--- config.mk ---
export PLATFORM = sky130hd
export DESIGN_NAME = rv_subset_decoder
export DESIGN_NICKNAME = d
export VERILOG_FILES = /design/src/rtl/rvd_pkg.sv /design/src/rtl/rvd_ctrl.sv /design/src/rtl/rvd_immgen.sv /design/src/rtl/rvd_outstage.sv /design/src/rtl/rv_subset_decoder.sv
export SDC_FILE = /design/constraint.sdc
export NUM_CORES = 1
export LEC_CHECK = 0
export ABC_AREA = 0
export ABC_CLOCK_PERIOD_IN_PS = 4700
export BUFFER_PORTS_ARGS = -buffer_cell sky130_fd_sc_hd__buf_2
export CORE_MARGIN = 8
export CORE_UTILIZATION = 25
export DETAILED_ROUTE_END_ITERATION = 6
export SYNTH_ARGS = -nofsm -noshare
export SYNTH_HDL_FRONTEND = slang
export SYNTH_SLANG_ARGS = --single-unit
--- constraint.sdc ---
create_clock -name clk -period 4.7 [get_ports clk]
set_clock_uncertainty 0.1 [all_clocks]
set_input_delay 0.47 -clock clk [delete_from_list [all_inputs] [get_ports clk]]
set_output_delay 0.47 -clock clk [all_outputs]
set_load 0.005 [all_outputs]
--- src/rtl/rvd_pkg.sv ---
// Shared definitions for the reduced instruction decoder.
// Assumes 32-bit instruction words and 32 architectural registers.
package rvd_pkg;
    localparam int ILEN   = 32;
    localparam int XLEN   = 32;
    localparam int RAW    = 5;
    localparam int OPW    = 7;
    localparam int F3W    = 3;
    localparam int F7W    = 7;
    localparam int AOPW   = 4;

    localparam logic [OPW-1:0] OPC_REG   = 7'b0110011;
    localparam logic [OPW-1:0] OPC_IMM   = 7'b0010011;
    localparam logic [OPW-1:0] OPC_LOAD  = 7'b0000011;
    localparam logic [OPW-1:0] OPC_STORE = 7'b0100011;
    localparam logic [OPW-1:0] OPC_BR    = 7'b1100011;
    localparam logic [OPW-1:0] OPC_LUI   = 7'b0110111;
    localparam logic [OPW-1:0] OPC_JAL   = 7'b1101111;
    localparam logic [OPW-1:0] OPC_JALR  = 7'b1100111;

    localparam logic [F7W-1:0] F7_BASE = 7'b0000000;
    localparam logic [F7W-1:0] F7_ALT  = 7'b0100000;

    typedef enum logic [AOPW-1:0] {
        ALU_ADD   = 4'd0,
        ALU_SUB   = 4'd1,
        ALU_SLL   = 4'd2,
        ALU_SLT   = 4'd3,
        ALU_SLTU  = 4'd4,
        ALU_XOR   = 4'd5,
        ALU_SRL   = 4'd6,
        ALU_SRA   = 4'd7,
        ALU_OR    = 4'd8,
        ALU_AND   = 4'd9,
        ALU_PASSB = 4'd10
    } alu_op_e;

    typedef enum logic [2:0] {
        FMT_NONE, FMT_R, FMT_I, FMT_S, FMT_B, FMT_U, FMT_J
    } fmt_e;

    typedef enum logic [1:0] {
        JMP_NONE = 2'd0,
        JMP_JAL  = 2'd1,
        JMP_JALR = 2'd2
    } jump_e;

    typedef struct packed {
        logic [RAW-1:0]  rd;
        logic [RAW-1:0]  rs1;
        logic [RAW-1:0]  rs2;
        logic [AOPW-1:0] alu_op;
        logic [XLEN-1:0] imm;
        logic            use_imm;
        logic            reg_we;
        logic            mem_rd;
        logic            mem_wr;
        logic [1:0]      mem_size;
        logic            mem_unsigned;
        logic            is_branch;
        logic [F3W-1:0]  br_cond;
        logic [1:0]      jump;
        logic            illegal;
    } dec_t;
endpackage

--- src/rtl/rvd_ctrl.sv ---
// Classifies an instruction word against the supported subset and
// produces every control field except the immediate value.
// Assumes: purely combinational; unsupported words yield all-zero
// controls with illegal set and format FMT_NONE.
module rvd_ctrl
    import rvd_pkg::*;
(
    input  logic [ILEN-1:0] instr_i,
    output fmt_e            fmt_o,
    output logic [AOPW-1:0] alu_op_o,
    output logic            use_imm_o,
    output logic            reg_we_o,
    output logic            mem_rd_o,
    output logic            mem_wr_o,
    output logic [1:0]      mem_size_o,
    output logic            mem_unsigned_o,
    output logic            is_branch_o,
    output logic [F3W-1:0]  br_cond_o,
    output logic [1:0]      jump_o,
    output logic            illegal_o
);
    logic [OPW-1:0] opc;
    logic [F3W-1:0] f3;
    logic [F7W-1:0] f7;
    logic [RAW-1:0] rd;
    logic           legal;
    logic           wants_wb;
    fmt_e           fmt_c;
    alu_op_e        op_c;
    logic           uimm_c, mrd_c, mwr_c, muns_c, br_c;
    logic [1:0]     msz_c;
    jump_e          jmp_c;

    assign opc = instr_i[6:0];
    assign rd  = instr_i[11:7];
    assign f3  = instr_i[14:12];
    assign f7  = instr_i[31:25];

    // Match opcode and function fields against the subset.
    always_comb begin
        legal    = 1'b0;
        wants_wb = 1'b0;
        fmt_c    = FMT_NONE;
        op_c     = ALU_ADD;
        uimm_c   = 1'b0;
        mrd_c    = 1'b0;
        mwr_c    = 1'b0;
        msz_c    = 2'd0;
        muns_c   = 1'b0;
        br_c     = 1'b0;
        jmp_c    = JMP_NONE;
        case (opc)
            OPC_REG: begin
                fmt_c    = FMT_R;
                wants_wb = 1'b1;
                case (f3)
                    3'b000: begin
                        legal = (f7 == F7_BASE) || (f7 == F7_ALT);
                        op_c  = (f7 == F7_ALT) ? ALU_SUB : ALU_ADD;
                    end
                    3'b101: begin
                        legal = (f7 == F7_BASE) || (f7 == F7_ALT);
                        op_c  = (f7 == F7_ALT) ? ALU_SRA : ALU_SRL;
                    end
                    3'b001: begin legal = (f7 == F7_BASE); op_c = ALU_SLL;  end
                    3'b010: begin legal = (f7 == F7_BASE); op_c = ALU_SLT;  end
                    3'b011: begin legal = (f7 == F7_BASE); op_c = ALU_SLTU; end
                    3'b100: begin legal = (f7 == F7_BASE); op_c = ALU_XOR;  end
                    3'b110: begin legal = (f7 == F7_BASE); op_c = ALU_OR;   end
                    default: begin legal = (f7 == F7_BASE); op_c = ALU_AND; end
                endcase
            end
            OPC_IMM: begin
                fmt_c    = FMT_I;
                wants_wb = 1'b1;
                uimm_c   = 1'b1;
                legal    = 1'b1;
                case (f3)
                    3'b000:  op_c = ALU_ADD;
                    3'b010:  op_c = ALU_SLT;
                    3'b011:  op_c = ALU_SLTU;
                    3'b100:  op_c = ALU_XOR;
                    3'b110:  op_c = ALU_OR;
                    3'b111:  op_c = ALU_AND;
                    default: legal = 1'b0;
                endcase
            end
            OPC_LOAD: begin
                fmt_c    = FMT_I;
                wants_wb = 1'b1;
                uimm_c   = 1'b1;
                mrd_c    = 1'b1;
                msz_c    = f3[1:0];
                muns_c   = f3[2];
                legal    = (f3 == 3'b000) || (f3 == 3'b001) || (f3 == 3'b010) ||
                           (f3 == 3'b100) || (f3 == 3'b101);
            end
            OPC_STORE: begin
                fmt_c  = FMT_S;
                uimm_c = 1'b1;
                mwr_c  = 1'b1;
                msz_c  = f3[1:0];
                legal  = (f3[2] == 1'b0) && (f3[1:0] != 2'b11);
            end
            OPC_BR: begin
                fmt_c = FMT_B;
                br_c  = 1'b1;
                legal = (f3[2:1] != 2'b01);
            end
            OPC_LUI: begin
                fmt_c    = FMT_U;
                wants_wb = 1'b1;
                uimm_c   = 1'b1;
                op_c     = ALU_PASSB;
                legal    = 1'b1;
            end
            OPC_JAL: begin
                fmt_c    = FMT_J;
                wants_wb = 1'b1;
                jmp_c    = JMP_JAL;
                legal    = 1'b1;
            end
            OPC_JALR: begin
                fmt_c    = FMT_I;
                wants_wb = 1'b1;
                uimm_c   = 1'b1;
                jmp_c    = JMP_JALR;
                legal    = (f3 == 3'b000);
            end
            default: legal = 1'b0;
        endcase
    end

    // Gate every control with legality; write-back also needs rd != 0.
    always_comb begin
        fmt_o          = legal ? fmt_c : FMT_NONE;
        alu_op_o       = legal ? op_c : ALU_ADD;
        use_imm_o      = legal & uimm_c;
        reg_we_o       = legal & wants_wb & (rd != '0);
        mem_rd_o       = legal & mrd_c;
        mem_wr_o       = legal & mwr_c;
        mem_size_o     = legal ? msz_c : 2'd0;
        mem_unsigned_o = legal & muns_c;
        is_branch_o    = legal & br_c;
        br_cond_o      = (legal & br_c) ? f3 : '0;
        jump_o         = legal ? jmp_c : JMP_NONE;
        illegal_o      = ~legal;
    end
endmodule

--- src/rtl/rvd_immgen.sv ---
// Reassembles and sign-extends the immediate for the selected format.
// Assumes: FMT_R and FMT_NONE carry no immediate and produce zero.
module rvd_immgen
    import rvd_pkg::*;
(
    input  logic [ILEN-1:0] instr_i,
    input  fmt_e            fmt_i,
    output logic [XLEN-1:0] imm_o
);
    localparam int IW = 12;
    localparam int BW = 13;
    localparam int JW = 21;
    localparam int UW = 20;

    logic [IW-1:0] raw_i, raw_s;
    logic [BW-1:0] raw_b;
    logic [JW-1:0] raw_j;
    logic [UW-1:0] raw_u;

    assign raw_i = instr_i[31:20];
    assign raw_s = {instr_i[31:25], instr_i[11:7]};
    assign raw_b = {instr_i[31], instr_i[7], instr_i[30:25], instr_i[11:8], 1'b0};
    assign raw_j = {instr_i[31], instr_i[19:12], instr_i[20], instr_i[30:21], 1'b0};
    assign raw_u = instr_i[31:12];

    // Choose the format and sign-extend from its top bit.
    always_comb begin
        case (fmt_i)
            FMT_I:   imm_o = {{(XLEN-IW){raw_i[IW-1]}}, raw_i};
            FMT_S:   imm_o = {{(XLEN-IW){raw_s[IW-1]}}, raw_s};
            FMT_B:   imm_o = {{(XLEN-BW){raw_b[BW-1]}}, raw_b};
            FMT_J:   imm_o = {{(XLEN-JW){raw_j[JW-1]}}, raw_j};
            FMT_U:   imm_o = {raw_u, {(XLEN-UW){1'b0}}};
            default: imm_o = '0;
        endcase
    end
endmodule

--- src/rtl/rvd_outstage.sv ---
// Optional output register for the decoded bundle.
// Assumes: REG_OUT=1 registers with synchronous active-low reset to
// all zeros; REG_OUT=0 passes the bundle straight through.
module rvd_outstage
    import rvd_pkg::*;
#(
    parameter bit REG_OUT = 1'b1
) (
    input  logic clk,
    input  logic rst_n,
    input  dec_t d_i,
    output dec_t q_o
);
    generate
        if (REG_OUT) begin : g_reg
            dec_t q_r;
            // Capture the decode result each cycle; clear on reset.
            always_ff @(posedge clk) begin
                if (!rst_n) q_r <= '0;
                else        q_r <= d_i;
            end
            assign q_o = q_r;
        end else begin : g_wire
            assign q_o = d_i;
        end
    endgenerate
endmodule

--- src/rtl/rv_subset_decoder.sv ---
// Top of the reduced instruction decoder: field extraction, control
// classification, immediate reassembly and the optional output stage.
// Assumes one instruction word per cycle; no handshake.
module rv_subset_decoder
    import rvd_pkg::*;
#(
    parameter bit REG_OUT = 1'b1
) (
    input  logic            clk,
    input  logic            rst_n,
    input  logic [31:0]     instr_i,
    output logic [4:0]      rd_o,
    output logic [4:0]      rs1_o,
    output logic [4:0]      rs2_o,
    output logic [3:0]      alu_op_o,
    output logic [31:0]     imm_o,
    output logic            use_imm_o,
    output logic            reg_we_o,
    output logic            mem_rd_o,
    output logic            mem_wr_o,
    output logic [1:0]      mem_size_o,
    output logic            mem_unsigned_o,
    output logic            is_branch_o,
    output logic [2:0]      br_cond_o,
    output logic [1:0]      jump_o,
    output logic            illegal_o
);
    fmt_e fmt;
    dec_t dec_c;
    dec_t dec_q;

    assign dec_c.rd  = instr_i[11:7];
    assign dec_c.rs1 = instr_i[19:15];
    assign dec_c.rs2 = instr_i[24:20];

    rvd_ctrl u_ctrl (
        .instr_i        (instr_i),
        .fmt_o          (fmt),
        .alu_op_o       (dec_c.alu_op),
        .use_imm_o      (dec_c.use_imm),
        .reg_we_o       (dec_c.reg_we),
        .mem_rd_o       (dec_c.mem_rd),
        .mem_wr_o       (dec_c.mem_wr),
        .mem_size_o     (dec_c.mem_size),
        .mem_unsigned_o (dec_c.mem_unsigned),
        .is_branch_o    (dec_c.is_branch),
        .br_cond_o      (dec_c.br_cond),
        .jump_o         (dec_c.jump),
        .illegal_o      (dec_c.illegal)
    );

    rvd_immgen u_imm (
        .instr_i (instr_i),
        .fmt_i   (fmt),
        .imm_o   (dec_c.imm)
    );

    rvd_outstage #(.REG_OUT(REG_OUT)) u_out (
        .clk   (clk),
        .rst_n (rst_n),
        .d_i   (dec_c),
        .q_o   (dec_q)
    );

    assign rd_o           = dec_q.rd;
    assign rs1_o          = dec_q.rs1;
    assign rs2_o          = dec_q.rs2;
    assign alu_op_o       = dec_q.alu_op;
    assign imm_o          = dec_q.imm;
    assign use_imm_o      = dec_q.use_imm;
    assign reg_we_o       = dec_q.reg_we;
    assign mem_rd_o       = dec_q.mem_rd;
    assign mem_wr_o       = dec_q.mem_wr;
    assign mem_size_o     = dec_q.mem_size;
    assign mem_unsigned_o = dec_q.mem_unsigned;
    assign is_branch_o    = dec_q.is_branch;
    assign br_cond_o      = dec_q.br_cond;
    assign jump_o         = dec_q.jump;
    assign illegal_o      = dec_q.illegal;

    // Output-side invariants on the bundle leaving the block.
    a_r10_illegal_quiet: assert property (@(posedge clk) disable iff (!rst_n)
        illegal_o |-> (!reg_we_o && !mem_rd_o && !mem_wr_o && !is_branch_o &&
                       jump_o == 2'd0 && imm_o == '0));
    a_r9_no_write_r0: assert property (@(posedge clk) disable iff (!rst_n)
        reg_we_o |-> (rd_o != 5'd0));
    a_r5_r6_no_wb: assert property (@(posedge clk) disable iff (!rst_n)
        (mem_wr_o || is_branch_o) |-> !reg_we_o);
    a_r10_one_kind: assert property (@(posedge clk) disable iff (!rst_n)
        $onehot0({mem_rd_o, mem_wr_o, is_branch_o, jump_o != 2'd0}));
    a_r4_unsigned_load: assert property (@(posedge clk) disable iff (!rst_n)
        mem_unsigned_o |-> (mem_rd_o && mem_size_o != 2'd2));
    a_r6_branch_cond: assert property (@(posedge clk) disable iff (!rst_n)
        is_branch_o |-> (br_cond_o[2:1] != 2'b01 && imm_o[0] == 1'b0));
    a_r7_upper_imm: assert property (@(posedge clk) disable iff (!rst_n)
        (alu_op_o == 4'd10) |-> (imm_o[11:0] == 12'd0 && use_imm_o));
endmodule

==> run metrics <==
Post-CTS Setup Inserts=0; TritonCTS Buffers=9; PwrDens=346.8 nW/um^2; n_diodes=0; # nets final=373; Vias=between 2000 and 2500; Critical Path Fanout Max=21; Area growth syn-to-layout=32.48%; port bufs=between 90 and 100; unrepaired setup endpoints after global routing=false; GRT Residual Overflow=0; placed cell count=~460; Core Area=9549 um^2; Critical Path Source Type=input pin; Util after Layout=33.40%; WP data arrival=2570 ps; Peak supply drop=between 0.15 and 0.2 mV; DRC Markers=0; main area contributors after synthesis=dfxtp_1, a21oi_1, and2_1; GPL Wtd Cong=0.8386; final max-slew violation count=0; antenna violations before repair=0; Mean Syn Cell Area=between 9 and 10 um^2; Syn Nets=276; # rows=36; Vias/cell=roughly 4.4; leading area contributor after synthesis=dfxtp_1; Clock transition at path regs=about 70 ps; die height=roughly 110 um; Synth cell types=47; fin crit period=2497 ps; Yosys warnings=0; Total Power=1106 uW; vias in the first global route=roughly 2100; Post-synth ARST share=0%; static leakage=0.001418 uW; root buffer cell=clkbuf_8; Final ANT Viol Nets=0; #FFs+latches synth=between 60 and 70; clock sinks=65; CP Capture Type=flop; total global-route track usage=around 11%; Post-Route WL=between 7000 and 8000 um; CP Class=input pin to flop; Hold Violations, Final=0; WL per Instance=between 10 and 15 um; HP Class=input pin to flop; die area=13030 um^2; initial DRC count=98; status=complete, no violations; endpoints failing setup=0; Non-Filler Instances=between 400 and 500; H-tree Lvls=3; EDFF count, synth=0; Max Freq=around 400 MHz; Slew headroom=40.81%; Initial Util=25.21%; largest net degree at the start of global routing=24; first-pass GRT wire length=around 11000 um; Synth Flop Type=dfxtp_1; DIE WIDTH=114.1 um; Least-Margin Pin Slew=just under 900 ps; CTS tree=yes; MaxCap Viol Count=0; layout cell share with drive strength beyond 1=38.08%; Post-CTS Hold Fix Bufs=0; top cell type's share of synthesized area=~54%; Mapped Area=2407 um^2; Ports=99; Syn Inst Count=242; max FFs per register=65; Max Root-Sink Buffers=2; Setup TNS=0 ps; Detail Placement HPWL=5561 um; post-synthesis sequential area ratio=between 50% and 60%; Final period util=53.14%; Worst Path Required=4770 ps; DRT Pass-1 Iters=4; post-CTS sizing=0
## area by class of cell
| cell class | count | area, um^2 |
|---|---|---|
| inverters | 6 | 22.52 |
| repair buffers | 99 | 498.0 |
| flip-flops and latches | 65 | 1301 |
| clock inverters | 5 | 53.80 |
| well taps | 133 | 166.4 |
| clock buffers | 11 | 151.4 |
| multi-input cells | 158 | 996.0 |
| fillers | 1032 | 6360 |
## cells in the final DEF (no fill, tap or decap), drive strengths merged, types with 2 or more instances in the layout
cell type | synthesis | layout
nor2b | 3 | 3
nand3b | 2 | 2
nor2 | 15 | 15
nor3 | 11 | 11
nor4 | 2 | 2
or3 | 3 | 3
a21oi | 28 | 28
nand2 | 28 | 28
nand3 | 4 | 4
clkbuf | 4 | 11
clkinv | 0 | 4
and3 | 9 | 9
a22o | 4 | 4
a31o | 2 | 2
o21ai | 6 | 6
buf | 9 | 99
dfxtp | 65 | 65
a31oi | 2 | 2
a211oi | 4 | 4
or4 | 2 | 2
inv | 6 | 6
and2 | 17 | 17
nand2b | 3 | 3
## worst max-delay path, cell delays in order
cell and delay (ps):
buf_2 200, inv_1 130, or3_1 410, a32oi_4 340, a211oi_4 140, a211oi_4 770
a21oi_1 90
## worst paths after layout
check | from | to | slack [ps] | depth (start not counted)
max | instr_i[13] | u_out.q_o[37] | 2200 | 7
min | instr_i[15] | u_out.q_o[55] | 260 | 2
## power breakdown
part	total [uW]	switching [uW]	internal (uW)
registers	560	1.92	558
clock network	475	203	272
logic	71.2	43.0	28.2
## cells by family after synthesis
group	synth area share [%]
AND/OR/NAND/NOR	24.58
flip-flops	54.05
AO/OA/AOI/OAI	15.59
buffers and inverters	4.574
XOR/XNOR	0.7278
multiplexers	0.4677
## synthesized netlist by cell type (2+ instances only)
| library cell | number |
|---|---|
| nand2_1 | 28 |
| nand2b_1 | 2 |
| and2_1 | 17 |
| o21ai_1 | 2 |
| buf_6 | 4 |
| inv_1 | 6 |
| or3_1 | 2 |
| and3_1 | 9 |
| nor2b_1 | 3 |
| or4_1 | 2 |
| nor2_1 | 13 |
| o21ai_0 | 4 |
| dfxtp_1 | 65 |
| a211oi_4 | 2 |
| nand3_1 | 4 |
| a21oi_1 | 27 |
| nor2_2 | 2 |
| nand3b_1 | 2 |
| nor3_1 | 10 |
| clkbuf_1 | 4 |
| buf_2 | 4 |
| a22o_1 | 4 |
| a31oi_1 | 2 |
## metrics by stage
step	area [um^2]	hold slack [ps]	worst slack, ps
after floorplan	2407	482.2	2643
after global placement	2984	596.2	1949
after detailed placement	2984	595.5	1877
after CTS	3189	243.4	2222
after global routing	3189	245.1	2015
final	3189	255.5	2203
## per-layer routing
layer | global-route usage, % | wire length (um) | part of all wire [%] | vias to the layer above
li1 | - | - | - | 1031
met1 | 13.27 | 3253 | 46 | 988
met2 | 16.76 | 3128 | 44 | 84
met3 | 5.380 | 678 | 9.5 | 6
met4 | 3.194 | 64 | 0.90 | 0
met5 | 0 | 0 | 0 | -
Note: power is estimated with default switching activity, not from simulation.
